[src/rtl/mcyc_pkg.sv]
package mcyc_pkg;

  typedef enum logic [3:0] {
    S_FETCH, S_DECODE, S_EXRR, S_EXRI, S_ADDR, S_MRD, S_MWR,
    S_WBALU, S_WRITE, S_BTEST, S_BTAKE, S_JUMP, S_LINK, S_JREG
  } state_t;

  typedef enum logic [3:0] {
    C_RR, C_RI, C_LD, C_ST, C_BZ, C_BNZ, C_J, C_JSR, C_JR, C_BAD
  } iclass_t;

  typedef struct packed {
    logic       ir_ld;
    logic       pc_ld;
    logic [1:0] pc_sel;
    logic       a_ld;
    logic       b_ld;
    logic [2:0] alu_op;
    logic       alu_bsel;
    logic       r_ld;
    logic       mem_rd;
    logic       mem_wr;
    logic       wb_ld;
    logic       wb_sel;
    logic       rf_we;
    logic       rf_dsel;
  } ctrl_t;

  localparam logic [5:0] OP_RR  = 6'h00;
  localparam logic [5:0] OP_J   = 6'h02;
  localparam logic [5:0] OP_JSR = 6'h03;
  localparam logic [5:0] OP_BZ  = 6'h04;
  localparam logic [5:0] OP_BNZ = 6'h05;
  localparam logic [5:0] OP_JR  = 6'h06;
  localparam logic [5:0] OP_LD  = 6'h23;
  localparam logic [5:0] OP_ST  = 6'h2B;
  localparam logic [2:0] RI_GRP = 3'b001;

  localparam logic [1:0] PCS_INC = 2'd0;
  localparam logic [1:0] PCS_REL = 2'd1;
  localparam logic [1:0] PCS_JMP = 2'd2;
  localparam logic [1:0] PCS_REG = 2'd3;

  localparam logic [2:0] ALU_ADD = 3'd0;

  localparam ctrl_t CTRL_IDLE  = '0;
  localparam ctrl_t CTRL_FETCH = '{ir_ld: 1'b1, pc_ld: 1'b1, default: '0};

endpackage

[src/rtl/mcyc_decode.sv]
module mcyc_decode
  import mcyc_pkg::*;
#(
  parameter int IW       = 32,
  parameter int RAW      = 5,
  parameter int LINK_REG = 31
) (
  input  logic [IW-1:0]  instr,
  output iclass_t        iclass,
  output logic [2:0]     alu_fn,
  output logic [RAW-1:0] dest
);
  localparam int OPC_LO = IW - 6;
  localparam int RS_HI  = OPC_LO - 1;
  localparam int RT_HI  = RS_HI - RAW;
  localparam int RD_HI  = RT_HI - RAW;
  localparam int RD_LO  = RD_HI - RAW + 1;

  logic [5:0]     opc;
  logic [RAW-1:0] rt_f;
  logic [RAW-1:0] rd_f;
  logic           unused_bits;

  assign opc  = instr[IW-1:OPC_LO];
  assign rt_f = instr[RT_HI -: RAW];
  assign rd_f = instr[RD_HI -: RAW];
  assign unused_bits = ^{instr[RS_HI -: RAW], instr[RD_LO-1:3]};

  always_comb begin
    unique case (opc)
      OP_RR:   iclass = C_RR;
      OP_J:    iclass = C_J;
      OP_JSR:  iclass = C_JSR;
      OP_BZ:   iclass = C_BZ;
      OP_BNZ:  iclass = C_BNZ;
      OP_JR:   iclass = C_JR;
      OP_LD:   iclass = C_LD;
      OP_ST:   iclass = C_ST;
      default: iclass = (opc[5:3] == RI_GRP) ? C_RI : C_BAD;
    endcase
  end

  always_comb begin
    alu_fn = ALU_ADD;
    dest   = '0;
    case (iclass)
      C_RR:       begin alu_fn = instr[2:0]; dest = rd_f; end
      C_RI:       begin alu_fn = opc[2:0];   dest = rt_f; end
      C_LD:       dest = rt_f;
      C_JSR:      dest = RAW'(LINK_REG);
      default:    ;
    endcase
  end
endmodule

[src/rtl/mcyc_next.sv]
module mcyc_next
  import mcyc_pkg::*;
(
  input  state_t  state,
  input  iclass_t iclass,
  input  logic    cond,
  output state_t  nstate
);
  logic taken;

  assign taken = (iclass == C_BZ) ? cond : !cond;

  always_comb begin
    nstate = S_FETCH;
    case (state)
      S_FETCH:  nstate = S_DECODE;
      S_DECODE: begin
        case (iclass)
          C_RR:        nstate = S_EXRR;
          C_RI:        nstate = S_EXRI;
          C_LD, C_ST:  nstate = S_ADDR;
          C_BZ, C_BNZ: nstate = S_BTEST;
          C_J:         nstate = S_JUMP;
          C_JSR:       nstate = S_LINK;
          C_JR:        nstate = S_JREG;
          default:     nstate = S_FETCH;
        endcase
      end
      S_EXRR, S_EXRI: nstate = S_WBALU;
      S_ADDR:   nstate = (iclass == C_LD) ? S_MRD : S_MWR;
      S_MRD:    nstate = S_WRITE;
      S_WBALU:  nstate = S_WRITE;
      S_BTEST:  nstate = taken ? S_BTAKE : S_FETCH;
      S_LINK:   nstate = S_JUMP;
      default:  nstate = S_FETCH;
    endcase
  end
endmodule

[src/rtl/mcyc_enc.sv]
module mcyc_enc
  import mcyc_pkg::*;
#(
  parameter int RAW     = 5,
  parameter bit ZERO_R0 = 1'b1
) (
  input  state_t         nstate,
  input  logic [2:0]     alu_fn,
  input  logic [RAW-1:0] dest,
  output ctrl_t          ctrl,
  output logic [RAW-1:0] waddr
);
  logic dest_ok;

  generate
    if (ZERO_R0) begin : g_r0_hard
      assign dest_ok = (dest != '0);
    end else begin : g_r0_soft
      assign dest_ok = 1'b1;
    end
  endgenerate

  always_comb begin
    ctrl  = CTRL_IDLE;
    waddr = '0;
    case (nstate)
      S_FETCH:  ctrl = CTRL_FETCH;
      S_DECODE: begin ctrl.a_ld = 1'b1; ctrl.b_ld = 1'b1; end
      S_EXRR:   begin ctrl.r_ld = 1'b1; ctrl.alu_op = alu_fn; end
      S_EXRI:   begin ctrl.r_ld = 1'b1; ctrl.alu_op = alu_fn; ctrl.alu_bsel = 1'b1; end
      S_ADDR:   begin ctrl.r_ld = 1'b1; ctrl.alu_op = ALU_ADD; ctrl.alu_bsel = 1'b1; end
      S_MRD:    begin ctrl.mem_rd = 1'b1; ctrl.wb_ld = 1'b1; ctrl.wb_sel = 1'b1; end
      S_MWR:    ctrl.mem_wr = 1'b1;
      S_WBALU:  ctrl.wb_ld = 1'b1;
      S_WRITE: begin
        ctrl.rf_we = dest_ok;
        waddr      = dest_ok ? dest : '0;
      end
      S_LINK: begin
        ctrl.rf_we   = dest_ok;
        ctrl.rf_dsel = dest_ok;
        waddr        = dest_ok ? dest : '0;
      end
      S_BTAKE:  begin ctrl.pc_ld = 1'b1; ctrl.pc_sel = PCS_REL; end
      S_JUMP:   begin ctrl.pc_ld = 1'b1; ctrl.pc_sel = PCS_JMP; end
      S_JREG:   begin ctrl.pc_ld = 1'b1; ctrl.pc_sel = PCS_REG; end
      default:  ;
    endcase
  end
endmodule

[src/rtl/mcyc_seq.sv]
module mcyc_seq
  import mcyc_pkg::*;
#(
  parameter int IW       = 32,
  parameter int RAW      = 5,
  parameter int LINK_REG = 31
) (
  input  logic           clk,
  input  logic           rst,
  input  logic [IW-1:0]  instr,
  input  logic           cond,
  output logic           ir_ld,
  output logic           pc_ld,
  output logic [1:0]     pc_sel,
  output logic           a_ld,
  output logic           b_ld,
  output logic [2:0]     alu_op,
  output logic           alu_bsel,
  output logic           r_ld,
  output logic           mem_rd,
  output logic           mem_wr,
  output logic           wb_ld,
  output logic           wb_sel,
  output logic           rf_we,
  output logic [RAW-1:0] rf_waddr,
  output logic           rf_dsel
);
  state_t         state_q, state_n;
  iclass_t        iclass;
  logic [2:0]     alu_fn;
  logic [RAW-1:0] dest;
  ctrl_t          ctrl_n, ctrl_q;
  logic [RAW-1:0] waddr_n, waddr_q;

  mcyc_decode #(.IW(IW), .RAW(RAW), .LINK_REG(LINK_REG)) u_dec (
    .instr  (instr),
    .iclass (iclass),
    .alu_fn (alu_fn),
    .dest   (dest)
  );

  mcyc_next u_nxt (
    .state  (state_q),
    .iclass (iclass),
    .cond   (cond),
    .nstate (state_n)
  );

  mcyc_enc #(.RAW(RAW), .ZERO_R0(1'b1)) u_enc (
    .nstate (state_n),
    .alu_fn (alu_fn),
    .dest   (dest),
    .ctrl   (ctrl_n),
    .waddr  (waddr_n)
  );

  always_ff @(posedge clk) begin
    if (rst) begin
      state_q <= S_FETCH;
      ctrl_q  <= CTRL_FETCH;
      waddr_q <= '0;
    end else begin
      state_q <= state_n;
      ctrl_q  <= ctrl_n;
      waddr_q <= waddr_n;
    end
  end

  assign ir_ld    = ctrl_q.ir_ld;
  assign pc_ld    = ctrl_q.pc_ld;
  assign pc_sel   = ctrl_q.pc_sel;
  assign a_ld     = ctrl_q.a_ld;
  assign b_ld     = ctrl_q.b_ld;
  assign alu_op   = ctrl_q.alu_op;
  assign alu_bsel = ctrl_q.alu_bsel;
  assign r_ld     = ctrl_q.r_ld;
  assign mem_rd   = ctrl_q.mem_rd;
  assign mem_wr   = ctrl_q.mem_wr;
  assign wb_ld    = ctrl_q.wb_ld;
  assign wb_sel   = ctrl_q.wb_sel;
  assign rf_we    = ctrl_q.rf_we;
  assign rf_waddr = waddr_q;
  assign rf_dsel  = ctrl_q.rf_dsel;
endmodule

[config.mk]
export PLATFORM = sky130hd
export DESIGN_NAME = mcyc_seq
export DESIGN_NICKNAME = d
export VERILOG_FILES = /design/src/rtl/mcyc_pkg.sv /design/src/rtl/mcyc_decode.sv /design/src/rtl/mcyc_next.sv /design/src/rtl/mcyc_enc.sv /design/src/rtl/mcyc_seq.sv
export SDC_FILE = /design/constraint.sdc
export NUM_CORES = 1
export LEC_CHECK = 0
export ABC_AREA = 1
export CAP_MARGIN = 10
export CORE_UTILIZATION = 25
export CTS_BUF_LIST = sky130_fd_sc_hd__clkbuf_8
export CTS_CLUSTER_DIAMETER = 120
export DETAILED_ROUTE_END_ITERATION = 12
export GPL_ROUTABILITY_DRIVEN = 1
export SKIP_LAST_GASP = 1
export SLEW_MARGIN = 20
export SYNTH_ARGS = -nofsm -noshare
export SYNTH_HDL_FRONTEND = slang
export SYNTH_SLANG_ARGS = --single-unit
[constraint.sdc]
create_clock -name clk -period 1.4 [get_ports clk]
set_input_delay 0.28 -clock clk [delete_from_list [all_inputs] [get_ports clk]]
set_output_delay 0.28 -clock clk [all_outputs]
set_load 0.01 [all_outputs]
==> metrics <==
RePlAce Congestion 0.843; num ports 57; vias in the first global route 1237; Hold Crit Start instr[26]; root buffer cell clkbuf_8; Vias/cell 4.16; ant diodes 0; Slowest-stage cell, CP dfxtp_1; f_max 0.646 GHz; PD cells 1090 nW/um^2; P&R area growth vs syn 78.6%; worst rel slew slack 79.5%; unique cell type count in the Yosys netlist 28; CP Buf/Inv Count 1; CP required 1.56 ns; wire per inst 9.98 um; Initial Util 26.3%; CP arrival 1.70 ns; largest net degree at the start of global routing 13; Post-Syn Instances 183; Post-Syn Area 1260 um^2; number of DRC markers in iteration 0 32; Worst Hold Margin 0.391 ns; Horiz. Die Dim 73.0 um; Rows 25; drt first pass iters 4; Seq/Total Area, Yosys 38.1%; Reg area 484 um^2; synth warn 0; clk_lat worst skew 0.26 ns; outcome finished with violations; cell family with most CP delay simple AND/OR/NAND/NOR gates; Synth top area share 38.1%; GRT overflow 0; Max IR drop VDD 0.000380 V; count of final setup violators 18; Avg Cell Area, Syn 6.89 um^2; Antenna Nets Post-Route 0; Max Transition Viols Final 0; Clock Skew 0.00539 ns; htree depth 1; total power draw 2.46 mW; kind of critical path flip-flop to flip-flop; CTS Buf Count 3; die height 73.0 um; layout cell share with drive strength beyond 1 40.2%; FILL cells 463; ys flop type dfxtp_1; Worst setup SP type flip-flop; crit-path cells nor2_1 -> nand2_2 -> nor2_2 -> a31oi_1 -> nand2_1 -> inv_1 -> nand2_2 -> nand2_1 -> nor2_2 -> nand2_2 -> nand2_1 -> nor2_1 -> nand2_1; die area 5330 um^2; register bit total from synthesis 24; DP Wirelength 2410 um; crit-path max cell delay 0.37 ns; DRT Wirelength 3230 um; Crit. End Element flip-flop; Clock Sinks 24; final period utilization 111%; clock buffer depth 2; failing checks setup timing; worst setup margin -0.148 ns; DRC viols 0; area leader, netlist dfxtp_1; CP most frequent cell nand2_1; Final Hold Viols 0; initial antenna violation count 0; area of the multi-input gates 827 um^2; Via Count 1344; I/O Buffers 43; EDFF count, synth 0; Setup crit start state_q[1]; CTS tree built; top cells by count, synth nor2_1 (35), nand2_1 (34), inv_1 (26); first-pass GRT wire length 5200 um; Pleak 1.27 nW; clock period minus worst slack 1.55 ns; Global Route Usage Sum 12.6%; final net count 293; r2r startpoint state_q[1]; Area contributors post-synth dfxtp_1 (38%), nor2_1 (10%), nand2_1 (10%); Worst-Margin Slew 0.307 ns; count leader, synth nor2_1; max_cap viols 0; unrepaired setup endpoints after global routing yes; Worst Hold Class input port to flip-flop; ys async rst share 0%; CP Max Fanout 3; Syn Nets 218; core box area 4790 um^2; clk slew on worst S/H paths 0.08 ns
## per-stage QoR
step / utilization [%] / instances / setup TNS [ns] / setup slack, ns / cell area (um^2)
CTS: 43.8 / 322 / -1.01 / -0.102 / 2100
global route: 47.0 / 323 / -3.49 / -0.230 / 2250
finish: 47.0 / 323 / -1.45 / -0.148 / 2250
detailed placement: 40.9 / 317 / -16.06 / -0.865 / 1960
global placement: 40.9 / 317 / -15.97 / -0.869 / 1960
floorplan: - / 183 / -1.44 / -0.120 / 1260
## layout by cell type (no fill, tap or decap), drive strengths merged
cell type and n:
nor2 44, nand2 39, buf 34, inv 29, dfxtp 24, nand3 22, dlymetal6s2s 16, clkdlybuf4s50 15
dlygate4sd2 6, clkbuf 5, a21oi 5, nor3 4, a22oi 3, o21ai 3, nand4 1, or2 1
a31oi 1, nand3b 1, clkinv 1, nor4 1, a221oi 1
## layer usage
layer | vias to the layer above | GRT usage, % | wire (um)
li1 | 718 | - | -
met1 | 575 | 14.7 | 1390
met2 | 45 | 21.7 | 1590
met3 | 6 | 3.73 | 193
met4 | 0 | 4.79 | 51
met5 | - | 0 | 0
## power by group
group	total, mW	switching, mW	internal (mW)
registers	0.842	0.0552	0.787
logic	1.23	0.665	0.565
clock network	0.390	0.197	0.192
total	2.46	0.918	1.54
## what timing repair did
item | 4_1_cts | 5_1_grt
resized for setup | 65 | 47
pin swaps | 31 | 16
hold buffers | 0 | 0
endpoints found under the setup margin | 28 | 35
buffers inserted | 2 | 1
## registers in the layout, indices dropped and copies added (netlist names)
signal,count
alu_bsel,1
mem_wr,1
ir_ld,1
r_ld,1
rf_waddr,5
rf_dsel,1
b_ld,1
alu_op,3
pc_sel,2
rf_we,1
pc_ld,1
state_q,4
wb_ld,1
wb_sel,1
## worst paths after layout
kind              cells past startpoint  slack, ns        end
setup / recovery                     13      -0.15      pc_ld
hold / removal                        3       0.39  alu_op[0]
setup reg to reg                     13      -0.15      pc_ld
hold reg to reg                       1       0.48       b_ld
## cell families after synthesis
logic type	count (synthesis)	synth area share [%]
simple gates	113	44.3
buf+inv	33	10.5
flops	24	38.1
compound gates	13	7.05
## cell type report
type                       count  share of cell area (%)
tap                           67                    3.72
inverter                      30                    5.39
timing repair buffer          73                    30.8
clock buffer                   3                    1.83
sequential                    24                    21.5
multi-input combinational    126                    36.7
## worst reg2reg max path, cell delays in order, from the launching register on
cell	delay, ns
dfxtp_1	0.37
nor2_1	0.07
nand2_2	0.11
nor2_2	0.06
a31oi_1	0.18
nand2_1	0.08
inv_1	0.06
nand2_2	0.09
nand2_1	0.10
nor2_2	0.04
nand2_2	0.09
nand2_1	0.06
nor2_1	0.09
nand2_1	0.05
Power figures use the tool's default switching activity.
